File: src/rtl/edo_pkg.sv
`timescale 1ns/1ps
package edo_pkg;
  localparam int ADDR_W = 22;
  localparam int BUS_W  = 12;
  localparam int DQ_W   = 4;

  typedef enum logic [2:0] {
    ST_IDLE, ST_ACT, ST_CSET, ST_CAS, ST_COL, ST_OPEN, ST_REF1, ST_REF2
  } seq_state_t;

  function automatic int row_bits(bit g4k);
    return g4k ? 12 : 11;
  endfunction

  function automatic int col_bits(bit g4k);
    return g4k ? 10 : 11;
  endfunction
endpackage

File: src/rtl/edo_addr_split.sv
`timescale 1ns/1ps
module edo_addr_split
  import edo_pkg::*;
#(
  parameter bit GEOM_4K = 1'b0
) (
  input  logic [ADDR_W-1:0] addr,
  output logic [BUS_W-1:0]  row,
  output logic [BUS_W-1:0]  col
);
  localparam int RB = row_bits(GEOM_4K);
  localparam int CB = col_bits(GEOM_4K);

  generate
    if (CB < BUS_W) begin : g_col_pad
      assign col = {{(BUS_W-CB){1'b0}}, addr[CB-1:0]};
    end else begin : g_col_full
      assign col = addr[CB-1:0];
    end
    if (RB < BUS_W) begin : g_row_pad
      assign row = {{(BUS_W-RB){1'b0}}, addr[ADDR_W-1:CB]};
    end else begin : g_row_full
      assign row = addr[ADDR_W-1:CB];
    end
  endgenerate
endmodule

File: src/rtl/edo_ref_timer.sv
`timescale 1ns/1ps
module edo_ref_timer #(
  parameter int INTERVAL = 1560
) (
  input  logic clk,
  input  logic rst_n,
  input  logic served,
  output logic pending
);
  localparam int TW = $clog2(INTERVAL + 1);

  logic [TW-1:0] cnt_q, cnt_d;
  logic          pend_d;
  logic          tick;

  always_comb begin
    tick   = (cnt_q == TW'(INTERVAL - 1));
    cnt_d  = tick ? '0 : cnt_q + 1'b1;
    pend_d = pending;
    if (served) pend_d = 1'b0;
    if (tick)   pend_d = 1'b1;
  end

  always_ff @(posedge clk or negedge rst_n) begin
    if (!rst_n) begin
      cnt_q   <= '0;
      pending <= 1'b0;
    end else begin
      cnt_q   <= cnt_d;
      pending <= pend_d;
    end
  end
endmodule

File: src/rtl/edo_seq.sv
`timescale 1ns/1ps
module edo_seq
  import edo_pkg::*;
#(
  parameter int T_RAC = 10,
  parameter int T_CAC = 3,
  parameter int T_CAS = 2,
  parameter int T_PC  = 4,
  parameter int T_RC  = 17,
  parameter int T_RP  = 6
) (
  input  logic             clk,
  input  logic             rst_n,
  input  logic             req_valid,
  input  logic             req_we,
  input  logic [DQ_W-1:0]  req_wdata,
  input  logic [BUS_W-1:0] row,
  input  logic [BUS_W-1:0] col,
  output logic             req_ready,
  input  logic             ref_pend,
  output logic             ref_done,
  output logic             rd_valid,
  output logic [DQ_W-1:0]  rd_data,
  output logic             ras_n,
  output logic             cas_n,
  output logic             we_n,
  output logic             oe_n,
  output logic [BUS_W-1:0] bus_addr,
  output logic [DQ_W-1:0]  dq_out,
  output logic             dq_oe,
  input  logic [DQ_W-1:0]  dq_in
);
  localparam int CW = $clog2(T_RC + T_RP + T_RAC + T_PC + 1) + 1;

  seq_state_t       st_q, st_d;
  logic             ras_q, ras_d, cas_q, cas_d, wen_q, wen_d, oen_q, oen_d;
  logic             dqoe_q, dqoe_d, we_q, we_d, rdv_q, rdv_d;
  logic [DQ_W-1:0]  dqo_q, dqo_d, wd_q, wd_d, rdat_q, rdat_d;
  logic [BUS_W-1:0] addr_q, addr_d, open_q, open_d, col_q, col_d;
  logic [CW-1:0]    tras_q, tras_d, tcas_q, tcas_d, tpre_q, tpre_d;

  function automatic logic [CW-1:0] sat_inc(logic [CW-1:0] v);
    return (&v) ? v : v + 1'b1;
  endfunction

  assign req_ready = ((st_q == ST_IDLE) || (st_q == ST_OPEN)) && !ref_pend;
  assign ref_done  = (st_q == ST_REF2) && (tras_q >= CW'(T_RAC));

  always_comb begin
    st_d   = st_q;   ras_d  = ras_q;  cas_d  = cas_q;  wen_d = wen_q;
    oen_d  = oen_q;  dqoe_d = dqoe_q; dqo_d  = dqo_q;  we_d  = we_q;
    wd_d   = wd_q;   addr_d = addr_q; open_d = open_q; col_d = col_q;
    rdat_d = rdat_q; rdv_d  = 1'b0;
    tras_d = sat_inc(tras_q);
    tcas_d = sat_inc(tcas_q);
    tpre_d = sat_inc(tpre_q);
    case (st_q)
      ST_IDLE: begin
        if (ref_pend) begin
          if (tpre_q >= CW'(T_RP) && tras_q >= CW'(T_RC) && tcas_q >= CW'(T_PC)) begin
            cas_d  = 1'b0;
            tcas_d = CW'(1);
            st_d   = ST_REF1;
          end
        end else if (req_valid) begin
          addr_d = row; open_d = row; col_d = col;
          we_d   = req_we; wd_d = req_wdata;
          st_d   = ST_ACT;
        end
      end
      ST_ACT: begin
        if (tpre_q >= CW'(T_RP) && tras_q >= CW'(T_RC)) begin
          ras_d  = 1'b0;
          tras_d = CW'(1);
          st_d   = ST_CSET;
        end
      end
      ST_CSET: begin
        addr_d = col_q; wen_d = ~we_q; oen_d = we_q;
        dqoe_d = we_q;  dqo_d = wd_q;
        st_d   = ST_CAS;
      end
      ST_CAS: begin
        if (tcas_q >= CW'(T_PC)) begin
          cas_d  = 1'b0;
          tcas_d = CW'(1);
          st_d   = ST_COL;
        end
      end
      ST_COL: begin
        if (tcas_q >= CW'(T_CAS) &&
            (we_q || (tras_q >= CW'(T_RAC) && tcas_q >= CW'(T_CAC)))) begin
          cas_d  = 1'b1; wen_d = 1'b1; oen_d = 1'b1; dqoe_d = 1'b0;
          rdv_d  = ~we_q;
          if (!we_q) rdat_d = dq_in;
          st_d   = ST_OPEN;
        end
      end
      ST_OPEN: begin
        if (ref_pend) begin
          ras_d  = 1'b1;
          tpre_d = CW'(1);
          st_d   = ST_IDLE;
        end else if (req_valid) begin
          col_d = col; we_d = req_we; wd_d = req_wdata;
          if (row == open_q) begin
            addr_d = col;    wen_d = ~req_we; oen_d = req_we;
            dqoe_d = req_we; dqo_d = req_wdata;
            st_d   = ST_CAS;
          end else begin
            ras_d  = 1'b1;
            tpre_d = CW'(1);
            addr_d = row; open_d = row;
            st_d   = ST_ACT;
          end
        end
      end
      ST_REF1: begin
        ras_d  = 1'b0;
        tras_d = CW'(1);
        st_d   = ST_REF2;
      end
      ST_REF2: begin
        if (tras_q >= CW'(T_RAC)) begin
          ras_d  = 1'b1; cas_d = 1'b1;
          tpre_d = CW'(1);
          st_d   = ST_IDLE;
        end
      end
      default: st_d = ST_IDLE;
    endcase
  end

  always_ff @(posedge clk or negedge rst_n) begin
    if (!rst_n) begin
      st_q   <= ST_IDLE; ras_q <= 1'b1; cas_q <= 1'b1; wen_q <= 1'b1;
      oen_q  <= 1'b1;    dqoe_q <= 1'b0; dqo_q <= '0;  we_q  <= 1'b0;
      wd_q   <= '0;      addr_q <= '0;   open_q <= '0; col_q <= '0;
      rdat_q <= '0;      rdv_q  <= 1'b0;
      tras_q <= '0;      tcas_q <= '0;   tpre_q <= '0;
    end else begin
      st_q   <= st_d;    ras_q  <= ras_d;  cas_q  <= cas_d;  wen_q <= wen_d;
      oen_q  <= oen_d;   dqoe_q <= dqoe_d; dqo_q  <= dqo_d;  we_q  <= we_d;
      wd_q   <= wd_d;    addr_q <= addr_d; open_q <= open_d; col_q <= col_d;
      rdat_q <= rdat_d;  rdv_q  <= rdv_d;
      tras_q <= tras_d;  tcas_q <= tcas_d; tpre_q <= tpre_d;
    end
  end

  assign ras_n    = ras_q;
  assign cas_n    = cas_q;
  assign we_n     = wen_q;
  assign oe_n     = oen_q;
  assign bus_addr = addr_q;
  assign dq_out   = dqo_q;
  assign dq_oe    = dqoe_q;
  assign rd_valid = rdv_q;
  assign rd_data  = rdat_q;
endmodule

File: src/rtl/edo_ctrl.sv
`timescale 1ns/1ps
module edo_ctrl
  import edo_pkg::*;
#(
  parameter bit GEOM_4K      = 1'b0,
  parameter int T_RAC        = 10,
  parameter int T_CAC        = 3,
  parameter int T_CAS        = 2,
  parameter int T_PC         = 4,
  parameter int T_RC         = 17,
  parameter int T_RP         = 6,
  parameter int REF_INTERVAL = 1560
) (
  input  logic        clk,
  input  logic        rst_n,
  input  logic        req_valid,
  output logic        req_ready,
  input  logic        req_we,
  input  logic [21:0] req_addr,
  input  logic [3:0]  req_wdata,
  output logic        rd_valid,
  output logic [3:0]  rd_data,
  output logic        dram_ras_n,
  output logic        dram_cas_n,
  output logic        dram_we_n,
  output logic        dram_oe_n,
  output logic [11:0] dram_addr,
  output logic [3:0]  dram_dq_out,
  output logic        dram_dq_oe,
  input  logic [3:0]  dram_dq_in
);
  logic [1:0]       rst_sync_q;
  logic             rst_int_n;
  logic [BUS_W-1:0] row_w, col_w;
  logic             ref_pend, ref_done;

  always_ff @(posedge clk or negedge rst_n) begin
    if (!rst_n) rst_sync_q <= '0;
    else        rst_sync_q <= {rst_sync_q[0], 1'b1};
  end
  assign rst_int_n = rst_sync_q[1];

  edo_addr_split #(.GEOM_4K(GEOM_4K)) u_split (
    .addr (req_addr),
    .row  (row_w),
    .col  (col_w)
  );

  edo_ref_timer #(.INTERVAL(REF_INTERVAL)) u_ref (
    .clk     (clk),
    .rst_n   (rst_int_n),
    .served  (ref_done),
    .pending (ref_pend)
  );

  edo_seq #(
    .T_RAC(T_RAC), .T_CAC(T_CAC), .T_CAS(T_CAS),
    .T_PC(T_PC),   .T_RC(T_RC),   .T_RP(T_RP)
  ) u_seq (
    .clk       (clk),
    .rst_n     (rst_int_n),
    .req_valid (req_valid),
    .req_we    (req_we),
    .req_wdata (req_wdata),
    .row       (row_w),
    .col       (col_w),
    .req_ready (req_ready),
    .ref_pend  (ref_pend),
    .ref_done  (ref_done),
    .rd_valid  (rd_valid),
    .rd_data   (rd_data),
    .ras_n     (dram_ras_n),
    .cas_n     (dram_cas_n),
    .we_n      (dram_we_n),
    .oe_n      (dram_oe_n),
    .bus_addr  (dram_addr),
    .dq_out    (dram_dq_out),
    .dq_oe     (dram_dq_oe),
    .dq_in     (dram_dq_in)
  );
endmodule

File: config.mk
export PLATFORM = sky130hd
export DESIGN_NAME = edo_ctrl
export DESIGN_NICKNAME = d
export VERILOG_FILES = /design/src/rtl/edo_pkg.sv /design/src/rtl/edo_addr_split.sv /design/src/rtl/edo_ref_timer.sv /design/src/rtl/edo_seq.sv /design/src/rtl/edo_ctrl.sv
export SDC_FILE = /design/constraint.sdc
export NUM_CORES = 1
export LEC_CHECK = 0
export ABC_AREA = 1
export BUFFER_PORTS_ARGS = -buffer_cell sky130_fd_sc_hd__buf_2
export CAP_MARGIN = 0
export CORE_ASPECT_RATIO = 2
export CORE_UTILIZATION = 58
export CTS_CLUSTER_DIAMETER = 150
export DETAILED_ROUTE_END_ITERATION = 8
export PLACE_DENSITY = 0.8
export SLEW_MARGIN = 20
export SYNTH_ARGS = -nofsm -noshare
export SYNTH_HDL_FRONTEND = slang
export SYNTH_SLANG_ARGS = --single-unit
File: constraint.sdc
create_clock -name clk -period 3.7 [get_ports clk]
set_clock_uncertainty 0.1 [all_clocks]
set_input_delay 0.185 -clock clk [delete_from_list [all_inputs] [get_ports clk]]
set_output_delay 0.185 -clock clk [all_outputs]
set_load 0.01 [all_outputs]
# Word-level counts from Yosys, hierarchy flattened
# Index checks and enable logic that the tools add are counted.
# word_totals
regBits	92
latch_bits	0
ram_bits	0
rom_bits	0
in_bits	34
output_inout_bits	27
elab_cells	153
memories	0
# classes
add_sub_neg	4
mul	0
div_mod_pow	0
n_lt_le_gt_ge	6
n_eq_ne	25
shift	0
n_mux	65
n_bitwise	3
reduce_logical	30
# ops
operator	n
two-way mux 12 bit	7
two-way mux 7 bit	11
case mux 7 bit (2 select lines)	3
case mux 12 bit (3 select lines)	1
AND reduction 7 bit	4
two-way mux 3 bit	9
case mux 12 bit (2 select lines)	1
case mux 3 bit (8 select lines)	1
two-way mux 11 bit	2
adder 7 x 1 -> 7 bit, second input constant	3
two-way mux 1 bit	20
inequality test 2 bit, second input constant	8
AND reduction 5 bit	3
>= comparator 7 x 2 -> 1 bit, second input constant	2
>= comparator 7 x 3 -> 1 bit, second input constant	2
== test 11 x 12 -> 1 bit	1
== test 3 bit, second input constant	4
two-way mux 4 bit	3
AND reduction 6 bit	2
adder 11 x 1 -> 11 bit, second input constant	1
== test 11 bit, second input constant	1
inequality test 3 x 2 -> 1 bit, second input constant	3
case mux 1 bit (3 select lines)	3
inequality test 2 x 1 -> 1 bit, second input constant	4
other kinds (19)	34

# Logic depth before layout (Yosys ltp)
# Gate-level depths: netlist (run 1).
# depth
ltp_word	6
mapped_depth	12
ltp_nobuf	12

# Modules after synthesis
# Synthesis (run 1) repeated with hierarchy kept, for this count alone.
# hier_totals
cells_unflattened	677
area_unflattened_um2	5210.0
# by_module_without_submodules
module	n_inst	cells_each	area_each_um2	seq_area_each_um2
edo_seq	1	579	4384.2	1981.9
edo_ref_timer	1	70	588.1	300.3
edo_addr_split	1	25	183.9	0.0
edo_ctrl	1	3	53.8	50.0

# Worst setup path after synthesis (run 1)
# No wires, ideal clock.
# synth_path
path_kind	reg-to-reg
from	register u_seq.st_q[1]
to	register u_seq.addr_q[0] (netlist: u_seq.bus_addr[0])
setup_time_ps	120
t_arrival_ps	1491
required_ps	3480
setup_slack_ps	1989
path_stages_with_launch	11
n_path_buf	1
synth_period_minus_slack_ps	1711
cell_sequence	dfrtp_1 -> inv_1 -> ha_1 -> nand2_4 -> a21oi_4 -> a21oi_2 -> buf_6 -> a21oi_1 -> nand2_1 -> inv_1 -> a21oi_1
# synth_between
elab_chain_len	3
elab_cells_between_ends	10
cone_classes	eq/ne (6); mux (1); reduce/logical (3)
# synth_lines
element	line	rtl
from (decl)	edo_seq.sv:35	seq_state_t st_q, st_d;
from (signal assigned)	edo_seq.sv:142	st_q <= st_d; ras_q <= ras_d; cas_q <= cas_d; wen_q <= wen_d;
== test 3 bit (tied with other cells)	edo_seq.sv:57	case (st_q)
inequality test 2 bit (no source line) / nonzero test 3 bit (equally long branches)	--	
AND reduction 5 bit (no source line)	--	
to (signal assigned)	edo_seq.sv:144	wd_q <= wd_d; addr_q <= addr_d; open_q <= open_d; col_q <= col_d;
to (decl)	edo_seq.sv:39	logic [BUS_W-1:0] addr_q, addr_d, open_q, open_d, col_q, col_d;
# Parallel ways exist; a longest one is shown, timed or not.
# A chain may end at the register's enable or synchronous reset.

# Worst setup path in the final report (run 1)
# layout_path
from	register u_seq.st_q[0]
to	register u_seq.addr_q[5] (netlist: u_seq.bus_addr[5])
# The elaborated chain is that of the path after synthesis.

==> results of run 1 <==
-- cells in the mapped netlist (3+ instances only) --
master	number	area (um2)
xnor2_1	6	52.55
o21ai_1	7	35.03
nand4_1	20	125.1
buf_2	7	35.03
ha_1	12	150.1
nand2_1	213	799.5
o21ai_0	26	130.1
dfstp_2	4	105.1
xor2_1	8	70.07
inv_1	79	296.5
nand2_4	4	45.04
dfrtp_1	86	2152
mux2i_1	4	40.04
nand3_1	29	145.1
buf_6	3	33.78
nor2_1	67	251.5
inv_2	8	30.03
a21oi_1	34	170.2
nor3_1	6	30.03
-- placed cells by master, fill, tap and decap left out, drive strengths merged, types with 4 or more instances in the layout --
master       instances
xnor2                6
dfrtp               86
buf                 60
inv                 87
nand4               20
dlygate4sd3         17
xor2                 8
mux2i                4
nor2                69
dfstp                4
a21oi               36
nor3                 6
nand2              218
ha                  12
nand3               31
clkbuf              12
o21ai               34
-- worst reg2reg max path, stage by stage, from the launching register on --
cell and delay [ns]:
dfrtp_1 0.41, inv_1 0.09, ha_1 0.22, inv_1 0.06, nor2_1 0.62, a21oi_2 0.28
inv_1 0.35, nor2_1 0.09, a21oi_1 0.14
-- metrics by stage --
step | utilization [%] | worst slack, ns | hold slack, ns | power [W]
global route | 71.00 | 0.9773 | 0.01719 | 0.004834
floorplan | - | 0.9146 | -0.2106 | 0.003035
finish | 71.00 | 1.264 | 0.01361 | 0.004465
CTS | 70.66 | 1.285 | 0.0005118 | 0.004471
detailed placement | 64.90 | 1.312 | -0.1296 | 0.003541
global placement | 64.90 | 1.460 | -0.1309 | 0.003458
-- power by group through the flow --
stage / clock network, W / logic, W / registers [W]
floorplan: 0 / 0.00137 / 0.00166
global placement: 0 / 0.00179 / 0.00167
detailed placement: 0 / 0.00185 / 0.00169
CTS: 0.000904 / 0.00189 / 0.00168
global route: 0.000945 / 0.00217 / 0.00171
finish: 0.000892 / 0.00190 / 0.00167
-- worst max path at each step --
stage	from	to	slack, ns	cells past startpoint
2_1_floorplan	rst_sync_q[1]	u_ref.cnt_q[0]	0.91	0
3_5_place_dp	u_seq.st_q[0]	u_seq.bus_addr[3]	1.31	8
6_report	u_seq.st_q[0]	u_seq.bus_addr[5]	1.26	8
3_3_place_gp	u_seq.st_q[0]	u_seq.bus_addr[9]	1.46	8
5_1_grt	u_seq.st_q[0]	u_seq.bus_addr[5]	0.98	8
4_1_cts	u_seq.st_q[0]	u_seq.bus_addr[5]	1.28	8
-- state kept, by name (all words and copies together) (netlist names), 2 cells and up --
register	count
u_seq.tras_q	7
rst_sync_q	2
u_seq.tpre_q	7
u_seq.bus_addr	11
u_seq.open_q	11
u_seq.col_q	11
u_seq.dq_out	4
u_seq.wd_q	4
u_seq.tcas_q	7
u_seq.rd_data	4
u_ref.cnt_q	11
u_seq.st_q	3
-- area by class of cell --
class / count / area (um2) / area share (%)
clock buffers: 12 / 236.5 / 4.163
well taps: 96 / 120.1 / 2.115
multi-input cells: 452 / 2190 / 38.55
clock inverters: 4 / 53.80 / 0.9471
repair buffers: 77 / 493.0 / 8.678
flip-flops and latches: 90 / 2261 / 39.80
inverters: 87 / 326.6 / 5.749
-- kinds of logic (layout without fill, tap and decap cells) --
kind of cell	after synthesis	after routing	share of synthesized area, %
xor gates and xnor gates	14	14	2.525
buffers and inverters	99	180	8.449
AOI/OAI and AO/OA	72	72	7.986
other	2	2	0.1546
and+or+nand+nor	348	348	30.50
DFF	90	90	46.47
muxes	4	4	0.8244
adders and majority gates	12	12	3.091
-- metal layers --
metal	up-vias	wire length [um]
met5	-	0
met4	0	487
met3	40	443
met2	119	6306
met1	2069	4154
li1	2156	-
==> flow_metrics.tcl, run 1 <==
set metrics [dict create \
    crit_family "simple AND/OR/NAND/NOR gates" \
    p_clk_share_pct 20.0 \
    cts.sinks 90 \
    avgSynthCellArea_um2 7.577 \
    die_y_um 131.4 \
    slew_headroom_pct 45.30 \
    antenna_left 0 \
    yosysUniqueCellTypes 33 \
    syn_area_um2 4857 \
    dp_cells 784 \
    critPathRequiredTime_ns 3.86 \
    cts-root-buf "clkbuf_16" \
    cpPeakStageDelay_ns 0.62 \
    critPathKind "flop to flop" \
    wl_um 11390 \
    r2r_start "u_seq.st_q[0]" \
    p_int_w 0.002590 \
    whs_path_depth 3 \
    path_buf_inv 3 \
    status "complete, no violations" \
    hold_end "u_seq.we_q" \
    instances_no_fill 818 \
    powerDensity_nw_per_um2 786.0 \
    cts_tree "done" \
    fillers 642 \
    gr-usage-met1_pct 32.40 \
    setup_viol 0 \
    clk_path_buf_depth 2 \
    max_clock_freq_ghz 0.4105 \
    placed_cell_area_um2 5192 \
    numCtsBuffers 9 \
    htree_levels 3 \
    synthCells 641 \
    startpoint_type "flop" \
    fin_area_um2 5680 \
    dr.pass1.iters 4 \
    ir_drop_v 0.0004581 \
    tightest_slew_ns 0.8174 \
    hold_viol_final 0 \
    ys_warn_count 0 \
    synthFlopType "dfrtp_1" \
    comb_power_share_pct 42.5 \
    worstPathMaxFanout 14 \
    globalplace.congestion 0.9029 \
    viasPerCell 5.359 \
    top_usage_layer "met2" \
    p_sw_share_pct 41.98 \
    wire_per_inst_um 13.93 \
    r2r_slack_ns 1.26 \
    cts_resized 0 \
    die_w_um 66.71 \
    clk_latency_ns 0.33 \
    pin_count 61 \
    slowest_stage "nor2_1" \
    setup_tns_ns 0 \
    syn_nets 687 \
    maxCapViolations 0 \
    leakage_nw 3.102 \
    r2r_cells 8 \
    clk_pin_slew_ns 0.06 \
    fp.dieArea_um2 8767 \
    r2r_end "u_seq.bus_addr[5]" \
    core_area_um2 8000 \
    vias 4384 \
    min_path_type "input pin to flop" \
    synth_edf_count 0 \
    layout.nets 763 \
    slew_viol_final 0 \
    end_kind "flop" \
    pwr-share-seq_pct 37.5 \
    drive_gt1_share_pct 14.13 \
    port_buffers 59 \
    synth-seq-cells 90 \
    start_util_pct 60.71 \
    ctsHoldBuffers 17 \
    antenna_cells 0 \
    p_sw_w 0.001874 \
    use_met2_pct 51.18 \
    grt_usage_pct 29.22 \
    antenna_found_initial 0 \
    detail_route.iter0.violations 234 \
    arrival_ns 2.59 \
    area_delta_synth_final_pct 16.95 \
    period_minus_slack_ns 2.436 \
    cts_setup_buffers 0 \
    grtUsageMet3_pct 4.861 \
    row_count 46 \
    period_share_pct 65.84 \
    synth_seq_area_share_pct 46.47 \
    gr-total-overflow 0 \
    synthArstFlopShare_pct 100.0 \
    grt_setup_unrepaired "no" \
    grt_max_degree 89 \
    dp_hpwl_um 8313 \
    crit_path_frequent_cell "inv_1" \
    drc 0 \
    grt_pass1_vias 4412 \
    crit_path_cell_trace "inv_1 -> ha_1 -> inv_1 -> nor2_1 -> a21oi_2 -> inv_1 -> nor2_1 -> a21oi_1" \
    grt_pass1_wl_um 19460 \
    hold_start "req_we" \
]
Power figures use the tool's default switching activity.
==> inputs of run 2 (changes only) <==
==> constraint.sdc (replaced) <==
create_clock -name clk -period 2.35 [get_ports clk]
set_clock_uncertainty 0.1 [all_clocks]
set_input_delay 0.1175 -clock clk [delete_from_list [all_inputs] [get_ports clk]]
set_output_delay 0.1175 -clock clk [all_outputs]
set_load 0.01 [all_outputs]
==> run 2 against run 1 <==
Compared with the run above:
- worst setup slack lost 1.0 ns
- first-iteration DRC count grew 32%
- routed wire length grew 5.3%
- combinational power grew 63%
- register-to-register slack lost 1.0 ns
- global-route usage grew 0.76 points
- worst hold slack gained 0.010 ns
==> flow_metrics.tcl, run 2 (synthesis gave the netlist of run 1 again) <==
set metrics [dict create \
    status "complete, no violations" \
    cts_tree "done" \
    period_minus_slack_ns 2.086 \
    multi_input_comb_area_um2 2190 \
    gr-total-overflow 0 \
    grt_pass1_wl_um 20110 \
    fillers 588 \
    gr-usage-met1_pct 31.46 \
    r2r_start "u_seq.st_q[1]" \
    fin_area_um2 5863 \
    grt_setup_unrepaired "no" \
    grtUsageMet3_pct 5.556 \
    antenna_left 0 \
    hold_start "req_valid" \
    worstPathMaxFanout 17 \
    detail_route.iter0.violations 310 \
    slew_headroom_pct 66.40 \
    pin_count 61 \
    clk_pin_slew_ns 0.07 \
    grt_max_degree 76 \
    grt_usage_pct 29.98 \
    clk_latency_ns 0.35 \
    wire_per_inst_um 14.30 \
    cts.sinks 90 \
    setup_tns_ns 0 \
    critPathKind "flop to flop" \
    startpoint_type "flop" \
    globalplace.congestion 0.9061 \
    tightest_slew_ns 0.4998 \
    end_kind "flop" \
    crit_path_cell_trace "inv_1 -> ha_1 -> nand2_4 -> inv_2 -> nand2_4 -> nand2_1 -> nand2_1 -> a21oi_1" \
    antenna_cells 0 \
    crit_start "u_seq.st_q[1]" \
    drive_gt1_share_pct 14.67 \
    maxCapViolations 0 \
    dp_hpwl_um 8534 \
    leakage_nw 3.197 \
    viasPerCell 5.420 \
    period_share_pct 88.76 \
    grt_pass1_vias 4624 \
    ir_drop_v 0.0007747 \
    cts_resized 0 \
    arrival_ns 2.25 \
    fp.dieArea_um2 8767 \
    vias 4547 \
    placed_cell_area_um2 5250 \
    min_path_type "input pin to flop" \
    row_count 46 \
    r2r_end "u_seq.bus_addr[5]" \
    cts-root-buf "clkbuf_16" \
    powerDensity_nw_per_um2 1206 \
    whs_path_depth 3 \
    start_util_pct 60.71 \
    slowest_stage "dfrtp_1" \
    fin_ws_ns 0.2641 \
    die_y_um 131.4 \
    hold_viol_final 0 \
    ctsHoldBuffers 33 \
    hold_end "u_seq.tpre_q[0]" \
    core_area_um2 8000 \
    drc 0 \
    cts_setup_buffers 0 \
    wl_um 11990 \
    max_clock_freq_ghz 0.4794 \
    cpPeakStageDelay_ns 0.41 \
    top_usage_layer "met2" \
    area_delta_synth_final_pct 20.71 \
    critPathRequiredTime_ns 2.51 \
    antenna_found_initial 0 \
    regArea_um2 2261 \
    setup_viol 0 \
    htree_levels 3 \
    r2r_slack_ns 0.26 \
    layout.nets 784 \
    die_w_um 66.71 \
    numCtsBuffers 9 \
    port_buffers 59 \
    final_cell_mix "nand2_1 (213), dfrtp_1 (85), inv_1 (79)" \
    use_met2_pct 54.49 \
    layout_commonest_cell "nand2_1" \
    slew_viol_final 0 \
    pre_cts_ws_ns 0.3018 \
    dr.pass1.iters 7 \
    r2r_cells 8 \
    clk_path_buf_depth 2 \
]
[run 2: cell count changes in the layout (fill, tap and decap cells not counted), moves of 2 or more]
cell and delta:
buf_4 +5, clkbuf_1 -2, clkbuf_8 +2, clkinv_2 +2
dlygate4sd3_1 +16
[run 2: metal layers]
metal	vias up	share of wire [%]
met4	0	2.8
met1	2169	37
met3	29	3.7
met5	-	0
met2	142	56
li1	2207	-
[run 2: final cells by class]
type / instances / area share (%)
flip-flops and latches: 90 / 38.56
multi-input cells: 452 / 37.35
repair buffers: 98 / 11.65
inverters: 87 / 5.570
clock buffers: 12 / 4.375
well taps: 96 / 2.049
clock inverters: 4 / 0.4481
[run 2: worst max-delay path by stage]
stage	cells past startpoint	to
finish	8	u_seq.bus_addr[5]
CTS	8	u_seq.bus_addr[5]
detailed placement	8	u_seq.bus_addr[1]
floorplan	10	u_seq.bus_addr[0]
global route	8	u_seq.bus_addr[0]
global placement	9	u_seq.bus_addr[4]
[run 2: worst max-delay path: cells and delay by family (launching register included)]
kind	cells	cell delay [ns]
AOI/OAI and AO/OA	1	0.16
adders and majority gates	1	0.23
buffers and inverters	2	0.40
DFF	1	0.41
and+or+nand+nor	4	0.68
[run 2: power breakdown]
part	leakage [nW]	switching [W]	internal [W]
sequential	1.10	0.000463	0.00215
clock	0.139	0.000597	0.000773
combinational	1.95	0.00194	0.00115
[run 2: metrics by stage]
step	util (%)	hold WS (ns)	cells	total power, W
3_5_place_dp	65.62	-0.1966	790	0.005611
5_1_grt	73.29	0.04470	839	0.007630
6_report	73.29	0.02383	839	0.007073
4_1_cts	73.29	0.005610	839	0.007065
2_1_floorplan	-	-0.2781	641	0.004778
3_3_place_gp	65.62	-0.1980	790	0.005480
